==> config.mk <==
export PLATFORM = sky130hd
export DESIGN_NAME = sine_resonator
export DESIGN_NICKNAME = d
export VERILOG_FILES = /design/src/rtl/sres_pkg.sv /design/src/rtl/sres_mul_round.sv /design/src/rtl/sres_sat_sub.sv /design/src/rtl/sres_state.sv /design/src/rtl/sine_resonator.sv
export SDC_FILE = /design/constraint.sdc
export NUM_CORES = 1
export LEC_CHECK = 0
export ABC_AREA = 1
export BUFFER_PORTS_ARGS = -buffer_cell sky130_fd_sc_hd__buf_2
export CELL_PAD_IN_SITES_DETAIL_PLACEMENT = 0
export CELL_PAD_IN_SITES_GLOBAL_PLACEMENT = 2
export CORE_MARGIN = 2
export CORE_UTILIZATION = 35
export DETAILED_ROUTE_END_ITERATION = 12
export GPL_ROUTABILITY_DRIVEN = 0
export PLACE_DENSITY = 0.73
export SETUP_SLACK_MARGIN = 0.05
export SYNTH_ARGS = -nofsm -noshare
export SYNTH_HDL_FRONTEND = slang
export SYNTH_HIERARCHICAL = 1
export SYNTH_SLANG_ARGS = --single-unit
==> constraint.sdc <==
create_clock -name clk -period 10.4 [get_ports clk]
set_input_delay 1.04 -clock clk [delete_from_list [all_inputs] [get_ports clk]]
set_output_delay 1.04 -clock clk [all_outputs]
set_load 0.05 [all_outputs]
==> src/rtl/sres_pkg.sv <==
package sres_pkg;
  typedef enum logic [1:0] {
    CMD_HOLD = 2'd0,
    CMD_STEP = 2'd1,
    CMD_LOAD = 2'd2
  } sres_cmd_e;
endpackage

==> src/rtl/sres_mul_round.sv <==
module sres_mul_round #(
  parameter int COEF_W        = 18,
  parameter int STATE_W       = 22,
  parameter int FRAC_W        = 16,
  parameter bit ROUND_NEAREST = 1'b1,
  localparam int PW = COEF_W + STATE_W,
  localparam int RW = PW - FRAC_W
) (
  input  logic signed [COEF_W-1:0]  coef,
  input  logic signed [STATE_W-1:0] x1,
  output logic signed [RW-1:0]      prod_q
);
  logic signed [PW-1:0] coef_ext;
  logic signed [PW-1:0] x1_ext;
  logic signed [PW-1:0] prod;

  assign coef_ext = PW'(coef);
  assign x1_ext   = PW'(x1);
  assign prod     = coef_ext * x1_ext;

  generate
    if (ROUND_NEAREST) begin : g_round
      localparam logic signed [PW-1:0] HALF =
        {{(PW-FRAC_W){1'b0}}, 1'b1, {(FRAC_W-1){1'b0}}};
      logic signed [PW-1:0] biased;
      assign biased = prod + HALF;
      assign prod_q = RW'(biased >>> FRAC_W);
    end else begin : g_floor
      assign prod_q = RW'(prod >>> FRAC_W);
    end
  endgenerate
endmodule

==> src/rtl/sres_sat_sub.sv <==
module sres_sat_sub #(
  parameter int IN_W  = 24,
  parameter int OUT_W = 22,
  localparam int DW = IN_W + 1
) (
  input  logic signed [IN_W-1:0]  a,
  input  logic signed [OUT_W-1:0] b,
  output logic signed [OUT_W-1:0] y
);
  localparam logic signed [OUT_W-1:0] YMAX = {1'b0, {(OUT_W-1){1'b1}}};
  localparam logic signed [OUT_W-1:0] YMIN = {1'b1, {(OUT_W-1){1'b0}}};

  logic signed [DW-1:0] diff;

  always_comb begin
    diff = DW'(a) - DW'(b);
    if (diff > DW'(YMAX))      y = YMAX;
    else if (diff < DW'(YMIN)) y = YMIN;
    else                       y = OUT_W'(diff);
  end

  initial begin
    AST_WIDTH_OK: assert (IN_W >= OUT_W);
  end
endmodule

==> src/rtl/sres_state.sv <==
module sres_state
  import sres_pkg::*;
#(
  parameter int COEF_W  = 18,
  parameter int STATE_W = 22,
  parameter int FRAC_W  = 16
) (
  input  logic                      clk,
  input  logic                      rst,
  input  sres_cmd_e                 cmd,
  input  logic signed [COEF_W-1:0]  coef_in,
  input  logic signed [STATE_W-1:0] nxt,
  output logic signed [COEF_W-1:0]  coef,
  output logic signed [STATE_W-1:0] x0,
  output logic signed [STATE_W-1:0] x1
);
  localparam logic signed [STATE_W-1:0] UNITY =
    {{(STATE_W-FRAC_W-1){1'b0}}, 1'b1, {FRAC_W{1'b0}}};

  always_ff @(posedge clk) begin
    if (rst) begin
      coef <= '0;
      x0   <= '0;
      x1   <= UNITY;
    end else begin
      case (cmd)
        CMD_LOAD: begin
          coef <= coef_in;
          x0   <= '0;
          x1   <= UNITY;
        end
        CMD_STEP: begin
          x0 <= x1;
          x1 <= nxt;
        end
        default: ;
      endcase
    end
  end

  AST_SHIFT_DOWN: assert property (@(posedge clk) disable iff (rst)
    (cmd == CMD_STEP) |=> (x0 == $past(x1)));
  AST_HOLD_IDLE: assert property (@(posedge clk) disable iff (rst)
    (cmd == CMD_HOLD) |=> ($stable(x0) && $stable(x1) && $stable(coef)));
  AST_LOAD_RESTART: assert property (@(posedge clk) disable iff (rst)
    (cmd == CMD_LOAD) |=> (x0 == '0 && x1 == UNITY && coef == $past(coef_in)));
endmodule

==> src/rtl/sine_resonator.sv <==
module sine_resonator
  import sres_pkg::*;
#(
  parameter int COEF_W        = 18,
  parameter int STATE_W       = 22,
  parameter int FRAC_W        = 16,
  parameter bit ROUND_NEAREST = 1'b1,
  localparam int RW = COEF_W + STATE_W - FRAC_W
) (
  input  logic                      clk,
  input  logic                      rst,
  input  logic                      sample_en,
  input  logic                      load,
  input  logic signed [COEF_W-1:0]  coef_in,
  output logic signed [STATE_W-1:0] sample_out,
  output logic                      sample_vld
);
  sres_cmd_e                 cmd;
  logic signed [COEF_W-1:0]  coef;
  logic signed [STATE_W-1:0] x0;
  logic signed [STATE_W-1:0] x1;
  logic signed [STATE_W-1:0] nxt;
  logic signed [RW-1:0]      prod_q;
  logic                      step_q;

  always_comb begin
    if (load)           cmd = CMD_LOAD;
    else if (sample_en) cmd = CMD_STEP;
    else                cmd = CMD_HOLD;
  end

  sres_mul_round #(
    .COEF_W(COEF_W), .STATE_W(STATE_W), .FRAC_W(FRAC_W),
    .ROUND_NEAREST(ROUND_NEAREST)
  ) u_mul (
    .coef(coef), .x1(x1), .prod_q(prod_q)
  );

  sres_sat_sub #(.IN_W(RW), .OUT_W(STATE_W)) u_sub (
    .a(prod_q), .b(x0), .y(nxt)
  );

  sres_state #(.COEF_W(COEF_W), .STATE_W(STATE_W), .FRAC_W(FRAC_W)) u_state (
    .clk(clk), .rst(rst), .cmd(cmd), .coef_in(coef_in), .nxt(nxt),
    .coef(coef), .x0(x0), .x1(x1)
  );

  always_ff @(posedge clk) begin
    if (rst) begin
      step_q     <= 1'b0;
      sample_vld <= 1'b0;
      sample_out <= '0;
    end else begin
      step_q     <= (cmd == CMD_STEP);
      sample_vld <= step_q;
      if (step_q) sample_out <= x1;
    end
  end

  AST_RESET_CLEAR: assert property (@(posedge clk)
    rst |=> (sample_vld == 1'b0 && sample_out == '0));
  AST_VALID_TIMING: assert property (@(posedge clk) disable iff (rst)
    sample_vld == $past(sample_en && !load && !rst, 2));
  AST_OUT_HOLD: assert property (@(posedge clk) disable iff (rst)
    !sample_vld |-> $stable(sample_out));
endmodule

### Yosys cells after proc, flatten, opt, wreduce, memory -nomap -nowiden

Index checks and enable logic that the tools add are counted.

* multiplexer cells: 6
* equality and inequality tests: 2
* add/sub/neg operators: 2
* divide/modulo/power cells: 0
* shift-type cells: 0
* multipliers: 1
* magnitude comparators: 2
* bitwise gates (word level): 0
* reduce and logical (&&, ||, !) cells: 1

Operators by type and width (count)
* 22-bit case mux with 2 select lines: 2
* 22-bit two-way mux: 2
* 40-bit by 17-bit adder with 40-bit output (second input constant): 1
* 18-bit by 22-bit multiplier with 40-bit output: 1
* 25-bit by 22-bit greater-than comparator with 1-bit output (second input constant): 1
* 25-bit by 22-bit < comparator with 1-bit output (second input constant): 1
* 24-bit by 22-bit subtractor with 25-bit output: 1
* 2-bit by 1-bit == test with 1-bit output (second input constant): 1
* 2-bit == test (second input constant): 1
* 2-bit two-way mux: 1
* 2-bit nonzero test: 1
* 1-bit two-way mux: 1

* output and inout bits: 23
* bits of input ports: 22
* memories: 0
* bits in read-only memories: 0
* latch bits: 0
* word-level logic and storage cells: 20
* flip-flop bits (word level): 86
* memory bits (writable): 0

### Longest topological paths before layout

* depth in word-level cells: 7
* gate-level depth with buffers: 44
* depth with buffers taken out: 42

### Hierarchy

Netlist, hierarchy kept.

By module, submodules not included
* sres_mul_round: cells each 1939, sequential area each 0.0 µm², instances 1, area an instance 14876.8 µm²
* sres_state: cells each 279, sequential area each 1241.2 µm², instances 1, area an instance 2767.7 µm²
* sres_sat_sub: cells each 366, sequential area each 0.0 µm², instances 1, area an instance 1855.5 µm²
* sine_resonator: cells each 147, sequential area each 480.5 µm², instances 1, area an instance 988.4 µm²

### Worst setup path before layout

OpenSTA, ideal clock, no wires.

* kind: reg-to-reg
* start: reg u_state.x1[21]
* end: reg u_state.x1[16]
* cell stages (with the launch flop): 37
* setup time: 125 ps
* data required time: 10275 ps
* clock period less this slack: 7316 ps
* arrival: 7191 ps
* buffers on the path: 3
* slack: 3084 ps
* cell sequence: dfxtp_1 clkbuf_1 clkbuf_1 nand2_1 fa_1 inv_1 fa_1 fa_1 fa_1 fa_1 inv_1 fa_1 inv_1 ha_1 inv_1 nor3_1 nand2_1 nor2_1 nand3_1 nand4_1 nand2_1 ha_1 nand2_1 inv_1 nand2_1 nand2_1 a21oi_1 nand3_1 nand2_1 nand2_2 nor2_1 nand2_1 nand2_2 buf_6 nand2_1 o21ai_0 nand3_1

* word-level cells in the longest chain between the ends: 7
* elaborated cells on any way between the ends: 8

RTL lines
* from (decl): RTL line sres_state.sv:15 `output logic signed [STATE_W-1:0] x1`
* from (signal assigned): RTL line sres_state.sv:34 `x1 <= nxt;`
* 18-bit by 22-bit multiplier with 40-bit output (*): RTL line sres_mul_round.sv:19 `assign prod = coef_ext * x1_ext;`
* 40-bit by 17-bit adder with 40-bit output (*): RTL line sres_mul_round.sv:26 `assign biased = prod + HALF;`
* via prod_q[22]: RTL line sine_resonator.sv:23 `logic signed [RW-1:0] prod_q;`
* 24-bit by 22-bit subtractor with 25-bit output (*): RTL line sres_sat_sub.sv:16 `diff = DW'(a) - DW'(b);`
* 25-bit by 22-bit < comparator with 1-bit output: RTL line sres_sat_sub.sv:18 `else if (diff < DW'(YMIN)) y = YMIN;`
* 22-bit two-way mux: RTL line sres_sat_sub.sv:18
* 22-bit two-way mux (*): RTL line sres_sat_sub.sv:17 `if (diff > DW'(YMAX)) y = YMAX;`
* via nxt[16]: RTL line sine_resonator.sv:22 `logic signed [STATE_W-1:0] nxt;`
* 22-bit case mux with 2 select lines (*): RTL line sres_state.sv:26 `case (cmd)`

Mark *: on every way through the listed nets, which the timed path passes. The rest lies on a longest branch.
A chain may end at the register's enable or synchronous reset.

### Worst setup path in the final report

* start: reg u_state.x1[21]
* end: reg u_state.x1[9]

The elaborated chain is that of the path after synthesis.

==> impl_metrics.toml <==
[run_status]
status = "completed"

[setup_path]
r2r-start = "u_state/x1[21]$_SDFFE_PP0P_"
cp.arrival_ns = 9.33
cp_slowest_stage_delay_ns = 0.97
cp-start-kind = "register"
r2r_cells = 34
cp_top_family = "adder cells"
critPathKind = "register to register"
required_ns = 10.71
r2r_end = "u_state/x1[9]$_SDFFE_PP0P_"
worst-r2r-setup-slack_ns = 1.39
worstSetupEndpointType = "register"
cp_num_buf_inv = 5
critPathMostFrequentCell = "nand2_1"
path_max_fanout = 21
cp_slowest_cell = "dfxtp_1"

[placed_design]
numPortBuffers = 44
place_ws_ns = 1.46
dp_hpwl_um = 51000

[floorplanning]
die_y_um = 246
dieArea_um2 = 60500
initial_core_util_pct = 35.4
ios = 45
core-area_um2 = 57800
die_w_um = 246
rows = 88

[yosys]
synthSimpleGateAreaFrac_pct = 21.7
synth_top_cell_by_area = "fa_1"
async_flop_share_pct = 0
synth-edff-count = 0
synthCells = 2731
ys_ff_latch = 86
synth_top_area_share_pct = 38.5
syn-cell-area_um2 = 20500
ys_types = 43
synth_compound_area_share_pct = 5.31
synth_xor_area_share_pct = 1.71
synth_area_leaders = "fa_1, inv_1, nand2_1, dfxtp_1, ha_1"
synth_nets = 3267
synth_top_family_by_area = "adder cells"
yosysSeqAreaShare_pct = 8.40
syn_area_per_cell_um2 = 7.50
synth_warnings = 6
synth_adder_area_share_pct = 45.8
yosys_most_used_dff = "dfxtp_1"
muxShareOfSynthArea_pct = 0

[sta]
final.setup.tns_ns = 0
final.period_utilization_pct = 86.7
setup_viol = 0
fmax_ghz = 0.111
slew_headroom_pct = 28.5
rsz0062_at_grt = "no"
finClkSkew_ns = 0.0211
slew_violations = 0
worst_pin_slew_ns = 1.07
period_needed_ns = 9.01
hold_viol = 0
setup_slack_ns = 1.39

[detailed_routing]
drc = 0
dr.pass1.iters = 5
vias = 16200
vias_per_cell = 4.65
drtIter0Drc = 905
wire_per_inst_um = 17.7
ant_nets = 0
wirelength_um = 61800

[power_and_ir_drop]
combPwrFrac_pct = 75.7
p_leak_nw = 11.7
switchingPower_mw = 1.90
power_density_nw_per_um2 = 150
switching_share_pct = 58.6
p_clk_share_pct = 11.6
ir_drop_v = 0.000115
p_int_mw = 1.35
p_seq_share_pct = 12.7

[worst_hold_path]
hp-class = "register to register"
min_to = "sample_out[13]$_SDFFE_PP0P_"
hold_depth = 2
min_from = "sample_out[13]$_SDFFE_PP0P_"

[layout]
drive_gt1_share_pct = 8.19
nets = 3255
syn2layout_area_growth_pct = 5.56
layout_common_cells = "inv_1, nand2_1, fa_1"
n_fill_cell = 6201
antenna_cells = 0

[clock_tree]
cts_max_level = 3
postCtsHoldBufs = 0
cts.clk_slew.worst_paths_ns = 0.07
cts_setup_buffers = 0
post_cts_resized = 0
cts_tree = "done"
ctsRootBufferMaster = "clkbuf_16"
cts_max_path_buffers = 2
cts.sinks = 86
insertion_delay_ns = 0.40
cts_buffers = 9

[global_routing]
grt.total_usage_pct = 21.6
antenna_found_initial = 1
grt_pass1_wl_um = 99100
grt_pass1_vias = 17300
globalRouteOverflowTotal = 0
grt_start_max_net_pins = 48

[run]
drv_cap = 0
[power groups by stage]
stage          Sequential, mW  Clock (mW)  Combinational [mW]
6_report                0.412       0.377                2.46
5_1_grt                 0.417       0.397                2.78
3_3_place_gp            0.420           0                2.48
4_1_cts                 0.413       0.392                2.48
2_1_floorplan           0.387           0                1.83
3_5_place_dp            0.421           0                2.46
[cell usage after synthesis (2+ instances only)]
| library cell | instances |
|---|---|
| a21boi_0 | 4 |
| dfxtp_1 | 86 |
| a21oi_1 | 61 |
| a31oi_1 | 4 |
| nor2_2 | 3 |
| nand4_1 | 6 |
| or2_2 | 5 |
| inv_1 | 735 |
| o21ai_2 | 2 |
| clkbuf_1 | 66 |
| fa_1 | 394 |
| nand3_2 | 43 |
| buf_12 | 7 |
| o21bai_1 | 9 |
| nand2_1 | 735 |
| nand3_1 | 39 |
| xor2_1 | 24 |
| o21ai_0 | 42 |
| nand2_2 | 15 |
| a21oi_2 | 39 |
| buf_6 | 16 |
| ha_1 | 120 |
| nor2_1 | 197 |
| xnor2_1 | 16 |
| buf_1 | 13 |
| nand3b_1 | 4 |
| buf_2 | 5 |
| o21ai_1 | 3 |
| a21o_1 | 8 |
| buf_4 | 6 |
| nor3_1 | 12 |
[state kept, by name, indices dropped and copies added, names as in the netlist]
| signal | cells |
|---|---|
| u_state/x0 | 22 |
| step_q | 1 |
| sample_vld | 1 |
| u_state/coef | 18 |
| sample_out | 22 |
| u_state/x1 | 22 |
[metal layers]
| layer | part of all wire, % | global-route usage [%] | vias up | wire length [um] |
|---|---|---|---|---|
| met5 | 0 | 0 | - | 0 |
| met4 | 1.2 | 3.46 | 0 | 749 |
| met3 | 3.7 | 2.68 | 42 | 2260 |
| met2 | 48 | 36.2 | 280 | 29400 |
| met1 | 48 | 30.2 | 8136 | 29400 |
| li1 | - | - | 7773 | - |
[worst register-to-register path: cells and delay by family (launching register included)]
kind | cells | cell delay, ns
flip-flops | 1 | 0.97
XOR/XNOR | 1 | 0.19
AND/OR/NAND/NOR | 16 | 2.14
AO/OA/AOI/OAI | 4 | 1.09
adder cells (fa/ha/maj) | 8 | 3.93
buffers and inverters | 5 | 0.62
[per-stage QoR]
step,hold WS [ns],cells,util (%),total power [mW],instance area [um2]
6_report,0.469,3489,37.4,3.25,21600
3_5_place_dp,0.462,3473,36.9,2.88,21300
4_1_cts,0.472,3489,37.4,3.29,21600
5_1_grt,0.496,3489,37.4,3.60,21600
3_3_place_gp,0.459,3473,36.9,2.90,21300
2_1_floorplan,0.443,2731,-,2.21,20500
[how the worst max path moves through the flow]
stage	from	depth (start not counted)	slack [ns]	to
floorplan	u_state/x1[21]$_SDFFE_PP0P_	36	3.08	u_state/x1[16]$_SDFFE_PP1P_
global placement	u_state/x1[21]$_SDFFE_PP0P_	32	1.42	u_state/x1[16]$_SDFFE_PP1P_
detailed placement	u_state/x1[21]$_SDFFE_PP0P_	31	1.46	u_state/x1[16]$_SDFFE_PP1P_
CTS	u_state/x1[21]$_SDFFE_PP0P_	30	1.41	u_state/x1[9]$_SDFFE_PP0P_
global route	u_state/x1[21]$_SDFFE_PP0P_	34	0.71	u_state/x1[9]$_SDFFE_PP0P_
finish	u_state/x1[21]$_SDFFE_PP0P_	34	1.39	u_state/x1[9]$_SDFFE_PP0P_
[area by class of cell]
type                       instances  area, um2  share of cell area [%]
inverter                         739       2790                    12.9
tap                              765        957                    4.43
clock buffer                      10        239                    1.11
clock inverter                     6       67.6                   0.312
timing repair buffer              91        573                    2.65
sequential                        86       1720                    7.97
multi-input combinational       1792      15300                    70.6
[cell families (layout without fill, tap and decap cells)]
family	Yosys count	after routing
AOI/OAI and AO/OA	174	174
xor gates and xnor gates	40	40
adders and majority gates	514	514
buffers and inverters	853	846
DFF	86	86
and+or+nand+nor	1064	1064
Power figures use the tool's default switching activity.
